$ cat src/rtl/hotswap_supervisor.sv
module hotswap_supervisor #(
  parameter int NUM_RAILS       = 4,
  parameter int CLK_HZ          = 50_000_000,
  parameter int PG_DEGLITCH_NS  = 10_000,
  parameter int OC_FILTER_NS    = 35_000
) (
  input  logic                 clk,
  input  logic                 rst_n,
  input  logic                 uvlo_i,
  input  logic [NUM_RAILS-1:0] rail_good_i,
  input  logic                 overcurrent_i,
  input  logic                 timer_done_i,
  input  logic                 off_req_i,
  input  logic                 ext_reset_n_i,
  input  logic                 reg_reset_i,
  input  logic                 reg_led_i,
  input  logic                 reg_off_i,
  output logic                 switch_en_o,
  output logic                 timer_discharge_o,
  output logic                 pg_n_o,
  output logic                 bus_iso_o,
  output logic                 fault_n_o,
  output logic                 reset_n_o,
  output logic                 led_n_o
);

  localparam longint PG_RAW = (longint'(CLK_HZ) * longint'(PG_DEGLITCH_NS)) / 64'd1_000_000_000;
  localparam longint OC_RAW = (longint'(CLK_HZ) * longint'(OC_FILTER_NS)) / 64'd1_000_000_000;
  localparam int PG_CYC = (PG_RAW < 1) ? 1 : int'(PG_RAW);
  localparam int OC_CYC = (OC_RAW < 1) ? 1 : int'(OC_RAW);
  localparam int PG_W   = $clog2(PG_CYC + 1);
  localparam int OC_W   = $clog2(OC_CYC + 1);
  localparam logic [PG_W-1:0] PG_LAST = PG_W'(PG_CYC - 1);
  localparam logic [OC_W-1:0] OC_LAST = OC_W'(OC_CYC - 1);

  logic            pg_q, fault_q, armed_q, off_q;
  logic [PG_W-1:0] dg_cnt;
  logic [OC_W-1:0] oc_cnt;

  wire all_good = &rail_good_i;
  wire off_eff  = off_req_i | reg_off_i;
  wire off_fall = off_q & ~off_eff;
  wire oc_qual  = overcurrent_i & armed_q & switch_en_o;

  assign switch_en_o       = ~off_eff & ~fault_q & ~uvlo_i;
  assign timer_discharge_o = ~switch_en_o;
  assign pg_n_o            = ~pg_q;
  assign bus_iso_o         = ~pg_q;
  assign fault_n_o         = ~fault_q;
  assign reset_n_o         = ext_reset_n_i & pg_q & ~reg_reset_i;
  assign led_n_o           = reset_n_o & ~reg_led_i;

  always_ff @(posedge clk or negedge rst_n) begin
    if (!rst_n) begin
      pg_q <= 1'b0;
      dg_cnt <= '0;
    end else if (uvlo_i) begin
      pg_q <= 1'b0;
      dg_cnt <= '0;
    end else if (all_good) begin
      pg_q <= 1'b1;
      dg_cnt <= '0;
    end else if (dg_cnt == PG_LAST) begin
      pg_q <= 1'b0;
    end else begin
      dg_cnt <= dg_cnt + 1'b1;
    end
  end

  always_ff @(posedge clk or negedge rst_n) begin
    if (!rst_n) begin
      fault_q <= 1'b0;
      armed_q <= 1'b0;
      oc_cnt  <= '0;
      off_q   <= 1'b0;
    end else begin
      off_q <= off_eff;
      if (uvlo_i) begin
        fault_q <= 1'b0;
        armed_q <= 1'b0;
        oc_cnt  <= '0;
      end else begin
        if (off_fall)
          fault_q <= 1'b0;
        else if (oc_qual && oc_cnt == OC_LAST)
          fault_q <= 1'b1;

        if (off_eff || fault_q)
          armed_q <= 1'b0;
        else if (timer_done_i)
          armed_q <= 1'b1;

        if (!oc_qual)
          oc_cnt <= '0;
        else if (oc_cnt != OC_LAST)
          oc_cnt <= oc_cnt + 1'b1;
      end
    end
  end


  pg_hold_chk: assert property (@(posedge clk) disable iff (!rst_n)
    (all_good && !uvlo_i) |=> pg_q);


  pg_drop_cause_chk: assert property (@(posedge clk) disable iff (!rst_n)
    ($fell(pg_q) && !$past(uvlo_i)) |-> $past(!all_good));


  arm_cause_chk: assert property (@(posedge clk) disable iff (!rst_n)
    $rose(armed_q) |-> $past(timer_done_i));


  fault_cause_chk: assert property (@(posedge clk) disable iff (!rst_n)
    $rose(fault_q) |-> $past(overcurrent_i && armed_q));


  fault_keep_chk: assert property (@(posedge clk) disable iff (!rst_n)
    (fault_q && !uvlo_i && !off_fall) |=> fault_q);


  uvlo_clear_chk: assert property (@(posedge clk) disable iff (!rst_n)
    uvlo_i |=> (!fault_q && !armed_q && !pg_q));

endmodule

$ cat config.mk
export PLATFORM = sky130hd
export DESIGN_NAME = hotswap_supervisor
export DESIGN_NICKNAME = d
export VERILOG_FILES = /design/src/rtl/hotswap_supervisor.sv
export SDC_FILE = /design/constraint.sdc
export NUM_CORES = 1
export LEC_CHECK = 0
export ABC_AREA = 1
export BUFFER_PORTS_ARGS = -buffer_cell sky130_fd_sc_hd__clkbuf_2
export CORE_ASPECT_RATIO = 0.5
export CORE_UTILIZATION = 50
export CTS_BUF_LIST = sky130_fd_sc_hd__clkbuf_16
export DETAILED_ROUTE_END_ITERATION = 16
export HOLD_SLACK_MARGIN = 0.02
export PLACE_DENSITY = 0.77
export SETUP_SLACK_MARGIN = 0.15
export SYNTH_ARGS = -nofsm -noshare
export SYNTH_HDL_FRONTEND = slang
export SYNTH_SLANG_ARGS = --single-unit
$ cat constraint.sdc
create_clock -name clk -period 1.08 [get_ports clk]
set_input_delay 0.054 -clock clk [delete_from_list [all_inputs] [get_ports clk]]
set_output_delay 0.054 -clock clk [all_outputs]
set_load 0.01 [all_outputs]
# After elaboration in Yosys (flattened, before gate mapping)
# Index checks and enable logic that the tools add are counted.
# Widths: inputs -> output; s select.
word_totals:
  regBits: 24
  latch_bits: 0
  ramBits: 0
  rom_bits: 0
  inputBits: 14
  output_inout_bits: 7
  word_cells: 50
  mem_count: 0
classes:
  add_sub_neg: 2
  multipliers: 0
  div: 0
  n_lt_le_gt_ge: 0
  n_eq_ne: 5
  n_shift: 0
  mux: 15
  bitwise: 16
  n_reduce_logical: 6
ops:
  columns: ["operator", "count"]
  rows:
  - ["$mux 11", 3]
  - ["$mux 9", 3]
  - ["$add 11x1->11 const B", 1]
  - ["$eq 11x11->1 const B", 1]
  - ["$ne 11x11->1 const B", 1]
  - ["$add 9x1->9 const B", 1]
  - ["$eq 9x9->1 const B", 1]
  - ["$mux 1", 9]
  - ["$reduce_bool 3->1", 3]
  - ["$and 1x1->1", 8]
  - ["$not 1->1", 7]
  - ["$reduce_and 4->1", 1]
  - ["$ne 3x2->1 const B", 1]
  - ["$ne 3x3->1 const B", 1]
  - ["$logic_and 1x1->1", 1]
  - ["$logic_or 1x1->1", 1]
  - ["$or 1x1->1", 1]

# Longest topological paths before layout
logic_depth:
  depth_word: 9
  depth_mapped: 7

# Worst setup path before layout
# No wires, ideal clock.
synth_timing:
  kind: "register -> register"
  start: "reg dg_cnt[0]"
  end: "reg dg_cnt[6]"
  arrival_ns: 1.021
  slack_ns: -0.060
  path_stages_with_launch: 7
  path_buffers: 0
  path_cell_list: "dfrtp_1 > ha_1 > nand3_1 > nor2_1 > inv_1 > o21ai_1 > nor2_1"
synth_between:
  elab_chain_len: 4
  word_cells_on_any_way: 6
  cone_classes: "1 x add/sub; 2 x eq/ne; 3 x mux"
synth_lines:
  columns: ["element", "line_no", "text"]
  rows:
  - ["from (decl)", "37", "logic [PG_W-1:0] dg_cnt;"]
  - ["from (signal assigned)", "66", "dg_cnt <= dg_cnt + 1'b1;"]
  - ["$add 9x1->9", "66", null]
  - ["$mux 9", "63", "end else if (dg_cnt == PG_LAST) begin"]
  - ["$mux 9", "60", "end else if (all_good) begin"]
  - ["$mux 9", "57", "end else if (uvlo_i) begin"]
# Parallel ways exist; a longest one is shown, timed or not. The select of a mux whose other input is x is not followed.
# A chain may end at the register's enable or synchronous reset.

# Worst setup path after layout
layout_timing:
  start: "reg oc_cnt[1]"
  end: "reg oc_cnt[10]"
layout_between:
  elab_chain_len: 4
  word_cells_on_any_way: 6
  cone_classes: "1 x add/sub; 2 x eq/ne; 3 x mux"
layout_lines:
  columns: ["element", "line_no", "text"]
  rows:
  - ["from (decl)", "38", "logic [OC_W-1:0] oc_cnt;"]
  - ["from (signal assigned)", "96", "oc_cnt <= oc_cnt + 1'b1;"]
  - ["$add 11x1->11", "96", null]
  - ["$mux 11", "95", "else if (oc_cnt != OC_LAST)"]
  - ["$mux 11", "93", "if (!oc_qual)"]
  - ["$mux 11", "78", "if (uvlo_i) begin"]
# Parallel ways exist; a longest one is shown, timed or not. The select of a mux whose other input is x is not followed.

==> flow_metrics.env <==
export IMPL_outcome="finished with violations"
export IMPL_violations="negative setup slack"
export IMPL_syn_nets=177
export IMPL_grt_pass1_vias=1218
export IMPL_path_buf_inv=1
export IMPL_crit_path_end_kind="register"
export IMPL_finalHoldViolations=0
export IMPL_wl_um=3890
export IMPL_cts_root_buf="clkbuf_16"
export IMPL_ys_warn_count=0
export IMPL_synthToLayoutAreaGrowth_pct=54.8
export IMPL_antennaDiodeCount=0
export IMPL_grt_pass1_wl_um=5090
export IMPL_drt_iter0_drc=97
export IMPL_route_detailed_drc=0
export IMPL_core_area_um2=2360
export IMPL_path_clk_slew_ps=70
export IMPL_critPathTopFamily="flip-flops"
export IMPL_worst_ep_required_time_ps=1260
export IMPL_rsz0062_at_grt="yes"
export IMPL_final_common_cell="nand2_1"
export IMPL_maxSlewHeadroom_pct=59.4
export IMPL_clkLatencyLatePin_ps=260
export IMPL_dieArea_um2=2860
export IMPL_gr_usage_all_layers_pct=25.1
export IMPL_rows=12
export IMPL_p_total_w=0.00221
export IMPL_port_buffer_count=20
export IMPL_overflow=0
export IMPL_critical_path_class="reg2reg"
export IMPL_design_area_um2=2050
export IMPL_synth_cell_types=26
export IMPL_dr_pass1_iters=4
export IMPL_setup_viol=23
export IMPL_irDropWorstVdd_mv=0.909
export IMPL_htree_levels=1
export IMPL_ant_nets=0
export IMPL_synth_simple_area_share_pct=34.5
export IMPL_arrival_ps=1450
export IMPL_path_cells="buf_4, ha_4, nand3_4, nor2_4, nand3b_1, a21oi_1"
export IMPL_worstPathMaxFanout=6
export IMPL_antenna_found_initial=0
export IMPL_globalplace_congestion=0.765
export IMPL_nNetsFinal=232
export IMPL_p_per_area_nw_per_um2=1080
export IMPL_maxCapViolCount=0
export IMPL_cpMaxStageDelayCell="dfrtp_1"
export IMPL_final_cell_mix="34 x nand2_1, 22 x dfrtp_1, 19 x buf_4"
export IMPL_fin_ws_ps=-188
export IMPL_drv_slew=0
export IMPL_cts_sinks=24
export IMPL_drive_gt1_share_pct=47.7
export IMPL_post_dp_hpwl_um=1890
export IMPL_final_period_utilization_pct=117
export IMPL_cp_start_kind="register"
export IMPL_vias=1326
export IMPL_synth_xor_area_share_pct=3.31
export IMPL_wl_per_cell_um=15.6
export IMPL_synth_top_family_by_area="simple AND/OR/NAND/NOR gates"
export IMPL_fin_crit_ps=1270
export IMPL_dieHeight_um=38.4
export IMPL_syn_inst=160
export IMPL_cts_buffers_inserted=3
export IMPL_hold_class="in2reg"
export IMPL_synthAdderAreaFrac_pct=2.84
export IMPL_fmax_mhz=789
export IMPL_grt_max_degree=25
export IMPL_tightest_slew_ps=608
export IMPL_via_per_inst=5.33
export IMPL_ys_ff_latch=24
export IMPL_die_w_um=74.7
export IMPL_cp_slowest_stage_delay_ps=370
export IMPL_cts_buffer_depth=2
export IMPL_yosysSeqAreaShare_pct=45.5
export IMPL_netlist_area_um2=1320
export IMPL_avgSynthCellArea_um2=8.26
export IMPL_io_pins=21
export IMPL_clock_skew_ps=3.11
export IMPL_synth_mux_area_share_pct=0
export IMPL_leakage_nw=0.914
export IMPL_tritoncts="yes"
export IMPL_synth_compound_area_share_pct=6.91
export IMPL_initial_core_util_pct=56.1
export IMPL_dpl_cell_area_um2=1570
==> worst register-to-register path: cells and delay by family (launching register included) <==
kind	cells	cell delay (ps)
flip-flops	1	370
AND/OR/NAND/NOR	3	370
AO/OA/AOI/OAI	1	180
adder cells (fa/ha/maj)	1	140
buffers and inverters	1	130
==> metrics by stage <==
step           hold slack, ps  std cells  setup WS, ps  util (%)  setup TNS [ps]
3_5_place_dp             88.7        227          -116      66.7            -775
5_1_grt                  61.8        249          -233      86.8           -3740
6_report                 63.3        249          -188      86.8           -2360
2_1_floorplan            -242        160         -26.8         -           -77.7
4_1_cts                  26.6        242          -135      80.7           -1230
3_3_place_gp             85.2        227         -72.8      66.7            -391
==> cell usage after synthesis <==
| cell type | instances | area (um2) |
|---|---|---|
| a21oi_1 | 10 | 50.1 |
| a21oi_2 | 1 | 8.76 |
| buf_4 | 1 | 7.51 |
| dfrtp_1 | 24 | 601 |
| ha_1 | 3 | 37.5 |
| inv_1 | 18 | 67.6 |
| inv_2 | 3 | 11.3 |
| inv_4 | 1 | 6.26 |
| nand2_1 | 36 | 135 |
| nand2_4 | 1 | 11.3 |
| nand3_1 | 10 | 50.1 |
| nand3_2 | 3 | 30.0 |
| nand3_4 | 1 | 17.5 |
| nand3b_1 | 1 | 7.51 |
| nand4_1 | 2 | 12.5 |
| nor2_1 | 21 | 78.8 |
| nor2_2 | 5 | 31.3 |
| nor2_4 | 4 | 45.0 |
| nor2_8 | 1 | 20.0 |
| nor3_1 | 2 | 10.0 |
| nor4_1 | 1 | 6.26 |
| o21ai_0 | 1 | 5.00 |
| o21ai_1 | 4 | 20.0 |
| o21bai_1 | 1 | 7.51 |
| xnor2_1 | 3 | 26.3 |
| xor2_1 | 2 | 17.5 |
==> cell type report <==
class / instances / area (um2)
clock buffers: 3 / 75.1
clock inverters: 1 / 30.0
fillers: 110 / 312
inverters: 22 / 85.1
multi-input cells: 113 / 802
flip-flops and latches: 24 / 603
well taps: 35 / 43.8
repair buffers: 51 / 407
==> kinds of logic after synthesis <==
family,count (synthesis)
xor gates and xnor gates,5
adders and majority gates,3
DFF,24
and+or+nand+nor,88
buffers and inverters,23
AOI/OAI and AO/OA,17
==> final timing paths <==
kind                              startpoint         end  slack, ps  cells past startpoint
worst max register to register     oc_cnt[1]  oc_cnt[10]       -190                      6
max in group asynchronous              rst_n   oc_cnt[2]        320                      2
min in group asynchronous              rst_n   oc_cnt[9]        320                      2
worst max-delay path               oc_cnt[1]  oc_cnt[10]       -190                      6
worst min-delay path            timer_done_i     armed_q         60                      3
worst min register to register         off_q     fault_q        510                      3
==> state kept, by name, summed over array words and instances (netlist names) <==
| signal | cells |
|---|---|
| armed_q | 1 |
| dg_cnt | 9 |
| fault_q | 1 |
| oc_cnt | 11 |
| off_q | 1 |
| pg_q | 1 |
==> power breakdown <==
part / switching (W) / leakage (nW) / internal (W)
sequential: 0.0000161 / 0.326 / 0.000912
clock: 0.000341 / 0.0511 / 0.000738
combinational: 0.000108 / 0.537 / 0.000101
==> routing by layer <==
| layer | global-route usage [%] | routed length (um) | up-vias |
|---|---|---|---|
| li1 | - | - | 614 |
| met1 | 26.8 | 1480 | 638 |
| met2 | 50.5 | 2070 | 60 |
| met3 | 6.05 | 225 | 14 |
| met4 | 6.60 | 116 | 0 |
| met5 | 0 | 0 | - |
==> timing repair <==
item | 4_1_cts | 5_1_grt
resized for setup | 31 | 26
setup endpoints to repair | 28 | 30
cloned | 0 | 0
hold buffers | 2 | 0
hold endpoints to repair | 25 | 0
setup buffers | 9 | 7
pin swaps | 17 | 12
No activity file was read; power rests on OpenSTA's default activity.
